==> src/rtl/sysTimerPkg.sv <==
package sysTimerPkg;

  // control register bit positions (software-visible)
  localparam int ARM_BIT  = 0;
  localparam int MASK_BIT = 1;
  localparam int STAT_BIT = 2;

  typedef enum logic [2:0] {
    RD_NONE,
    RD_CNT_LO,
    RD_CNT_HI,
    RD_CMP_LO,
    RD_CMP_HI,
    RD_CTRL
  } rdSelE;

  // strobes from the decoder to the datapath
  typedef struct packed {
    logic  wrCmpLo;
    logic  wrCmpHi;
    logic  wrCtrl;
    rdSelE rdSel;
  } strobeT;

endpackage

==> src/rtl/sysTimerDecode.sv <==
module sysTimerDecode
  import sysTimerPkg::*;
#(
  parameter int ADDR_W     = 17,
  parameter int CNT_LO_OFS = 'h00008,
  parameter int CNT_HI_OFS = 'h0000C,
  parameter int CMP_LO_OFS = 'h10020,
  parameter int CMP_HI_OFS = 'h10024,
  parameter int CTRL_OFS   = 'h1002C
) (
  input  logic [ADDR_W-1:0] busAddr,
  input  logic              busWrEn,
  input  logic              busRdEn,
  output strobeT            stb
);

  logic hitCntLo, hitCntHi, hitCmpLo, hitCmpHi, hitCtrl;

  always_comb begin
    hitCntLo = (busAddr == ADDR_W'(CNT_LO_OFS));
    hitCntHi = (busAddr == ADDR_W'(CNT_HI_OFS));
    hitCmpLo = (busAddr == ADDR_W'(CMP_LO_OFS));
    hitCmpHi = (busAddr == ADDR_W'(CMP_HI_OFS));
    hitCtrl  = (busAddr == ADDR_W'(CTRL_OFS));
  end

  always_comb begin
    // counter words are read-only: no write strobe exists for them
    stb.wrCmpLo = busWrEn && hitCmpLo;
    stb.wrCmpHi = busWrEn && hitCmpHi;
    stb.wrCtrl  = busWrEn && hitCtrl;
    stb.rdSel   = RD_NONE;
    if (busRdEn) begin
      if (hitCntLo)      stb.rdSel = RD_CNT_LO;
      else if (hitCntHi) stb.rdSel = RD_CNT_HI;
      else if (hitCmpLo) stb.rdSel = RD_CMP_LO;
      else if (hitCmpHi) stb.rdSel = RD_CMP_HI;
      else if (hitCtrl)  stb.rdSel = RD_CTRL;
    end
  end

endmodule

==> src/rtl/sysTimerCounter.sv <==
module sysTimerCounter #(
  parameter int CNT_W = 56
) (
  input  logic             clk,
  input  logic             rst,
  input  logic             cntEn,
  output logic [CNT_W-1:0] cntVal
);

  // single register: both halves change in the same edge
  always_ff @(posedge clk) begin
    if (rst)        cntVal <= '0;
    else if (cntEn) cntVal <= cntVal + CNT_W'(1);
  end

endmodule

==> src/rtl/sysTimerCore.sv <==
module sysTimerCore
  import sysTimerPkg::*;
#(
  parameter int CNT_W  = 56,
  parameter int DATA_W = 32
) (
  input  logic              clk,
  input  logic              rst,
  input  strobeT            stb,
  input  logic [DATA_W-1:0] busWdata,
  input  logic [CNT_W-1:0]  cntVal,
  output logic [DATA_W-1:0] busRdata,
  output logic [CNT_W-1:0]  cmpVal,
  output logic              armVal,
  output logic              maskVal,
  output logic              statusVal
);

  localparam int HI_W  = CNT_W - DATA_W;
  localparam int PAD_W = DATA_W - HI_W;

  logic armNext, maskNext, reached;
  logic [DATA_W-1:0] rdMux, ctrlWord;

  always_comb begin
    armNext  = stb.wrCtrl ? busWdata[ARM_BIT]  : armVal;
    maskNext = stb.wrCtrl ? busWdata[MASK_BIT] : maskVal;
    reached  = (cmpVal <= cntVal);
  end

  always_ff @(posedge clk) begin
    if (rst) begin
      cmpVal    <= '0;
      armVal    <= 1'b0;
      maskVal   <= 1'b0;
      statusVal <= 1'b0;
    end else begin
      if (stb.wrCmpLo) cmpVal[DATA_W-1:0]     <= busWdata;
      if (stb.wrCmpHi) cmpVal[CNT_W-1:DATA_W] <= busWdata[HI_W-1:0];
      armVal    <= armNext;
      maskVal   <= maskNext;
      // sticky while armed, cleared in the edge that disarms
      statusVal <= armNext && (statusVal || reached);
    end
  end

  always_comb begin
    ctrlWord           = '0;
    ctrlWord[ARM_BIT]  = armVal;
    ctrlWord[MASK_BIT] = maskVal;
    ctrlWord[STAT_BIT] = statusVal;
    unique case (stb.rdSel)
      RD_CNT_LO: rdMux = cntVal[DATA_W-1:0];
      RD_CNT_HI: rdMux = {{PAD_W{1'b0}}, cntVal[CNT_W-1:DATA_W]};
      RD_CMP_LO: rdMux = cmpVal[DATA_W-1:0];
      RD_CMP_HI: rdMux = {{PAD_W{1'b0}}, cmpVal[CNT_W-1:DATA_W]};
      RD_CTRL:   rdMux = ctrlWord;
      default:   rdMux = '0;
    endcase
  end

  always_ff @(posedge clk) begin
    if (rst) busRdata <= '0;
    else     busRdata <= rdMux;
  end

endmodule

==> src/rtl/sysTimer.sv <==
module sysTimer
  import sysTimerPkg::*;
#(
  parameter int CNT_W  = 56,
  parameter int DATA_W = 32,
  parameter int ADDR_W = 17
) (
  input  logic              clk,
  input  logic              rst,
  input  logic              cntEn,
  input  logic [ADDR_W-1:0] busAddr,
  input  logic              busWrEn,
  input  logic [DATA_W-1:0] busWdata,
  input  logic              busRdEn,
  output logic [DATA_W-1:0] busRdata,
  output logic              irq
);

  strobeT           stb;
  logic [CNT_W-1:0] cntVal;
  logic [CNT_W-1:0] cmpVal;
  logic             armVal, maskVal, statusVal;

  sysTimerDecode #(.ADDR_W(ADDR_W)) uDecode (
    .busAddr(busAddr), .busWrEn(busWrEn), .busRdEn(busRdEn), .stb(stb)
  );

  sysTimerCounter #(.CNT_W(CNT_W)) uCounter (
    .clk(clk), .rst(rst), .cntEn(cntEn), .cntVal(cntVal)
  );

  sysTimerCore #(.CNT_W(CNT_W), .DATA_W(DATA_W)) uCore (
    .clk(clk), .rst(rst), .stb(stb), .busWdata(busWdata), .cntVal(cntVal),
    .busRdata(busRdata), .cmpVal(cmpVal), .armVal(armVal),
    .maskVal(maskVal), .statusVal(statusVal)
  );

  assign irq = statusVal && !maskVal;

endmodule

==> config.mk <==
export PLATFORM = sky130hd
export DESIGN_NAME = sysTimer
export DESIGN_NICKNAME = d
export VERILOG_FILES = /design/src/rtl/sysTimerPkg.sv /design/src/rtl/sysTimerDecode.sv /design/src/rtl/sysTimerCounter.sv /design/src/rtl/sysTimerCore.sv /design/src/rtl/sysTimer.sv
export SDC_FILE = /design/constraint.sdc
export NUM_CORES = 1
export LEC_CHECK = 0
export ABC_AREA = 0
export CELL_PAD_IN_SITES_DETAIL_PLACEMENT = 0
export CELL_PAD_IN_SITES_GLOBAL_PLACEMENT = 1
export CORE_MARGIN = 3
export CORE_UTILIZATION = 46
export DETAILED_ROUTE_END_ITERATION = 8
export PLACE_DENSITY = 0.92
export SLEW_MARGIN = 40
export SYNTH_ARGS = -nofsm -noshare
export SYNTH_HDL_FRONTEND = slang
export SYNTH_HIERARCHICAL = 1
export SYNTH_SLANG_ARGS = --single-unit
==> constraint.sdc <==
create_clock -name clk -period 3.7 [get_ports clk]
set_clock_uncertainty 0.15 [all_clocks]
set_input_delay 0.37 -clock clk [delete_from_list [all_inputs] [get_ports clk]]
set_output_delay 0.37 -clock clk [all_outputs]
set_load 0.05 [all_outputs]
== Yosys cells after proc, flatten, opt, wreduce, memory -nomap -nowiden ==
Index checks and enable logic that the tools add are counted.
Storage, ports and cells
  flip-flop bits (word level): 147
  bits of input ports: 54
  output and inout port bits: 33
  word-level logic and storage cells: 34
Operators by class
  $add $sub $neg: 1
  order comparisons: 1
  equality and inequality tests: 10
  muxes and demuxes: 8
  reductions and logical operators: 7
Operators by type and width (number)
  $pmux W32 S5: 1
  $add A56 B1 Y56 const B: 1
  $le A56 B56 Y1: 1
  $eq A17 B17 Y1 const B: 3
  $eq A17 B4 Y1 const B: 2
  $mux W3: 6
  $eq A3 B2 Y1 const B: 2
  $eq A3 B3 Y1 const B: 2
  $logic_and A1 B1 Y1: 5
  $eq A3 B1 Y1 const B: 1
  $logic_not A1 Y1: 1
  $logic_or A1 B1 Y1: 1
  $mux W1: 1

== Depth between registers and ports, before layout ==
  depth after elaboration: 9
  depth in mapped cells: 9
  mapped depth without buffers: 8

== Modules after synthesis ==
Netlist, hierarchy kept.
Modules (own cells, without submodules)
  sysTimerCore: instances 1, cells each 537, area an instance 4848.4 um^2, seq. area each 1821.7 um^2
  sysTimerCounter: instances 1, cells each 326, area an instance 2690.1 um^2, seq. area each 1121.1 um^2
  sysTimerDecode: instances 1, cells each 24, area an instance 150.1 um^2, seq. area each 0.0 um^2
  sysTimer: instances 1, cells each 1, area an instance 13.8 um^2, seq. area each 0.0 um^2

== Least setup slack after synthesis ==
Ideal clock, no wire load.
  kind: in2reg
  from: in busAddr[1]
  to: reg uCore.busRdata[10]
  setup time: 0.071 ns
  data arrival time: 2.192 ns
  required time: 3.479 ns
  path slack: 1.287 ns
  cell stages on the path: 7
  buffers on the path: 1
  cell sequence: nor4_1 > nand4_1 > a21oi_1 > nor3b_1 > clkbuf_1 > a22oi_1 > a21oi_1
RTL lines
  from (decl): line sysTimer.sv:11  | input logic [ADDR_W-1:0] busAddr,
  to (signal assigned): line sysTimerCore.sv:64  | else busRdata <= rdMux;
  to (decl): line sysTimerCore.sv:12  | output logic [DATA_W-1:0] busRdata,

==> impl_metrics.yaml <==
run_status:
  run_status: "complete, no violations"
route:
  via_per_inst: 5.68
  detailedRoute.firstIterationViolations: 506
  wl_per_cell_um: 17.5
  num_vias: 6818
  first_pass_iters: 5
  final_routed_wirelength_across_all_metal_layers_mm: 21.0
  route.antenna.remaining_nets: 0
  drc: 0
setup_path:
  critical_path_class: "input pin to flip-flop"
  ordered_cell_list_for_the_critical_path: "clkdlybuf4s50_1 -> nor4_1 -> nand4_1 -> nor2b_1 -> nand2b_1 -> nor2_1 -> buf_4 -> a22oi_1 -> a21oi_1"
  timing.critical_path.arrival_ns: 2.96
  crit_path_max_cell_delay_ns: 0.55
  crit_required_ns: 3.90
  critical_path.startpoint_type: "input pin"
  cpLargestDelayFamily: "simple AND/OR/NAND/NOR gates"
  slowest_library_cell_on_the_worst_path: "nor2b_1"
  worstPathBufferInverterCount: 2
  crit_path_max_fanout: 21
  critical_path.endpoint_type: "flip-flop"
place:
  place_hpwl_mm: 15.1
  gpl.final_weighted_congestion: 0.890
  detailed_place.area_um2: 8830
  portBuffers: 86
synth:
  synth-edff-count: 0
  synth.mux.area_fraction_pct: 8.50
  post_synthesis_net_count: 999
  synth_largest_type_area_fraction_pct: 38.2
  synth.top_cells.by_area: "dfxtp_1 (38%), ha_1 (9.3%), mux2i_1 (8.1%)"
  post-synth-top-area-cell: "dfxtp_1"
  syn_inst: 888
  synth_compound_area_share_pct: 13.3
  yosys.area_share.simple_pct: 21.4
  syn-mean-instance-area_um2: 8.67
  async_reset_ff_share_pct: 0
  synth_sequential_area_ratio_pct: 38.2
  synth_top_family_by_area: "simple AND/OR/NAND/NOR gates"
  synthAdderAreaFrac_pct: 9.26
  dominantRegCellSynth: "dfxtp_1"
  synthesis.area_um2: 7700
  synth-seq-cells: 147
  post_synth_xor_area_fraction_pct: 4.21
  ys_warn_count: 6
  synth_cell_type_count: 51
cts:
  clkSlewWorstSetupHoldPaths_ns: 0.06
  post-cts-setup-buffer-count: 0
  cts_num_sinks: 147
  cts.root.buffer_cell: "clkbuf_16"
  tritoncts_buffers: 17
  clock_insertion_delay_worst_skew_ns: 0.43
  holdBufCountCts: 0
  tritoncts: "done"
  clk_path_buf_depth: 2
  postCtsResizedCells: 0
  ctsHtreeMaxLevel: 4
floorplanning:
  die_width_um: 135
  dieHeight_um: 135
  design.core.area_um2: 16100
  fp-row-count: 46
  die-area_um2: 18300
  num_io_pins: 87
  start_util_pct: 47.8
layout:
  nFillCells: 1479
  drive_above_1_share_pct: 6.61
  post-route-cell-area_um2: 9380
  design.final.nets: 1082
  num_antenna_cells: 0
  areaGrowthSynthToFinish_pct: 21.8
grt:
  grt_antenna_before_repair: 0
  number_of_global_route_vias_before_repair: 6441
  wire_length_of_the_first_global_routing_pass_mm: 33.9
  maximum_number_of_pins_on_one_net_before_global_route_repair: 68
  grt_use_total_pct: 23.4
  leftover_overflow_at_the_end_of_global_routing: 0
timing:
  period_needed_ns: 2.77
  hold_viol_final: 0
  tightestPinTransition_ns: 0.724
  slew-limit-headroom_pct: 51.7
  final_sum_of_negative_setup_slack_ns: 0
  timing.final.crit_share_pct: 74.8
  maxClockFrequency_mhz: 361
  rsz_0062_raised_after_global_routing: "no"
  setup_viol_count_final: 0
  slew_viol_final: 0
power_and_ir_drop:
  power_per_cell_area_nw_per_um2: 355
  irDropWorstVdd_uv: 331
  cellLeakagePower_uw: 0.00319
  power_uw: 3330
hold_path:
  hold_path.class: "input pin to flip-flop"
run:
  max-cap-violations: 0
-- worst register-to-register path, delay by kind of cell (launching register included) --
kind	cells	cell delay [ns]
AND/OR/NAND/NOR	4	1.76
flip-flops	1	0.51
AO/OA/AOI/OAI	1	0.14
-- report_power, final --
group          leakage, µW  internal, µW  switching (µW)
Clock             0.000269           953             672
Sequential         0.00118          1590            4.21
Combinational      0.00174          66.4            51.4
Total              0.00319          2600             727
-- cell type report --
class | count | area, µm² | share of cell area (%)
tap | 216 | 270 | 2.88
sequential | 147 | 2940 | 31.4
multi-input combinational | 638 | 4400 | 46.9
clock inverter | 10 | 83.8 | 0.893
inverter | 65 | 244 | 2.60
clock buffer | 22 | 464 | 4.95
timing repair buffer | 102 | 978 | 10.4
-- sequential cells by signal (all words and copies together), names as in the netlist --
signal	flops
uCore/armVal	1
uCore/busRdata	32
uCore/cmpVal	56
uCore/maskVal	1
uCore/statusVal	1
uCounter/cntVal	56
-- per-layer routing --
| layer | GRT usage [%] | vias to the layer above | wire [µm] | part of all wire [%] |
|---|---|---|---|---|
| li1 | - | 3354 | - | - |
| met1 | 32.9 | 3217 | 9970 | 47 |
| met2 | 35.2 | 209 | 9320 | 44 |
| met3 | 5.42 | 38 | 1290 | 6.2 |
| met4 | 7.95 | 0 | 445 | 2.1 |
| met5 | 0 | - | 0 | 0 |
-- path summary, 6_finish.rpt --
check / startpoint / endpoint / slack, ns / cells after the start
hold reg to reg: uCounter/cntVal[55] / uCounter/cntVal[55] / 0.36 / 2
hold / removal: rst / uCore/cmpVal[48] / 0.32 / 2
setup / recovery: busAddr[1] / uCore/busRdata[19] / 0.93 / 9
setup reg to reg: uCounter/cntVal[15] / uCounter/cntVal[35] / 1.06 / 5
-- cell usage after synthesis, types with 15 or more instances --
cell type / count
dfxtp_1: 147
nor2_1: 125
a21oi_1: 68
inv_1: 65
mux2i_1: 62
ha_1: 57
a22oi_1: 53
nand4_1: 39
nand2_1: 37
nand3_1: 28
clkbuf_1: 23
xor2_1: 22
o21ai_0: 15
xnor2_1: 15
-- logic make-up after synthesis --
group | after synthesis
fa+ha+maj | 57
compound gates | 161
flops | 147
xor+xnor | 37
mux | 65
buf+inv | 103
simple gates | 318
-- stage by stage --
step	setup slack, ns	utilization (%)	std cells	hold slack [ns]
6_report	0.934	58.2	1200	0.324
4_1_cts	0.999	58.2	1200	0.333
5_1_grt	0.759	58.2	1200	0.352
2_1_floorplan	1.29	-	888	0.321
3_3_place_gp	0.561	54.8	1168	0.339
3_5_place_dp	0.588	54.8	1168	0.354
-- cell usage in the layout (no fill, tap or decap), types with 4 or more instances in the layout --
cell type	Yosys	final
nand4_1	39	39
nor2_1	125	125
nand2_1	37	37
and3_1	10	10
or4_1	7	7
ha_1	57	57
mux2i_1	62	62
clkdlybuf4s50_1	0	85
a21oi_1	68	68
a22oi_1	53	53
inv_1	65	65
xor2_1	22	22
xnor2_1	15	15
clkbuf_16	0	17
dfxtp_1	147	147
o21ai_0	15	15
or3_1	13	13
nor3_1	12	11
nand3_1	28	28
and4_1	6	6
a21o_1	6	6
buf_4	0	17
o31ai_1	5	4
clkinv_2	0	6
nor4_1	14	14
(Power assumes the default switching activity.)
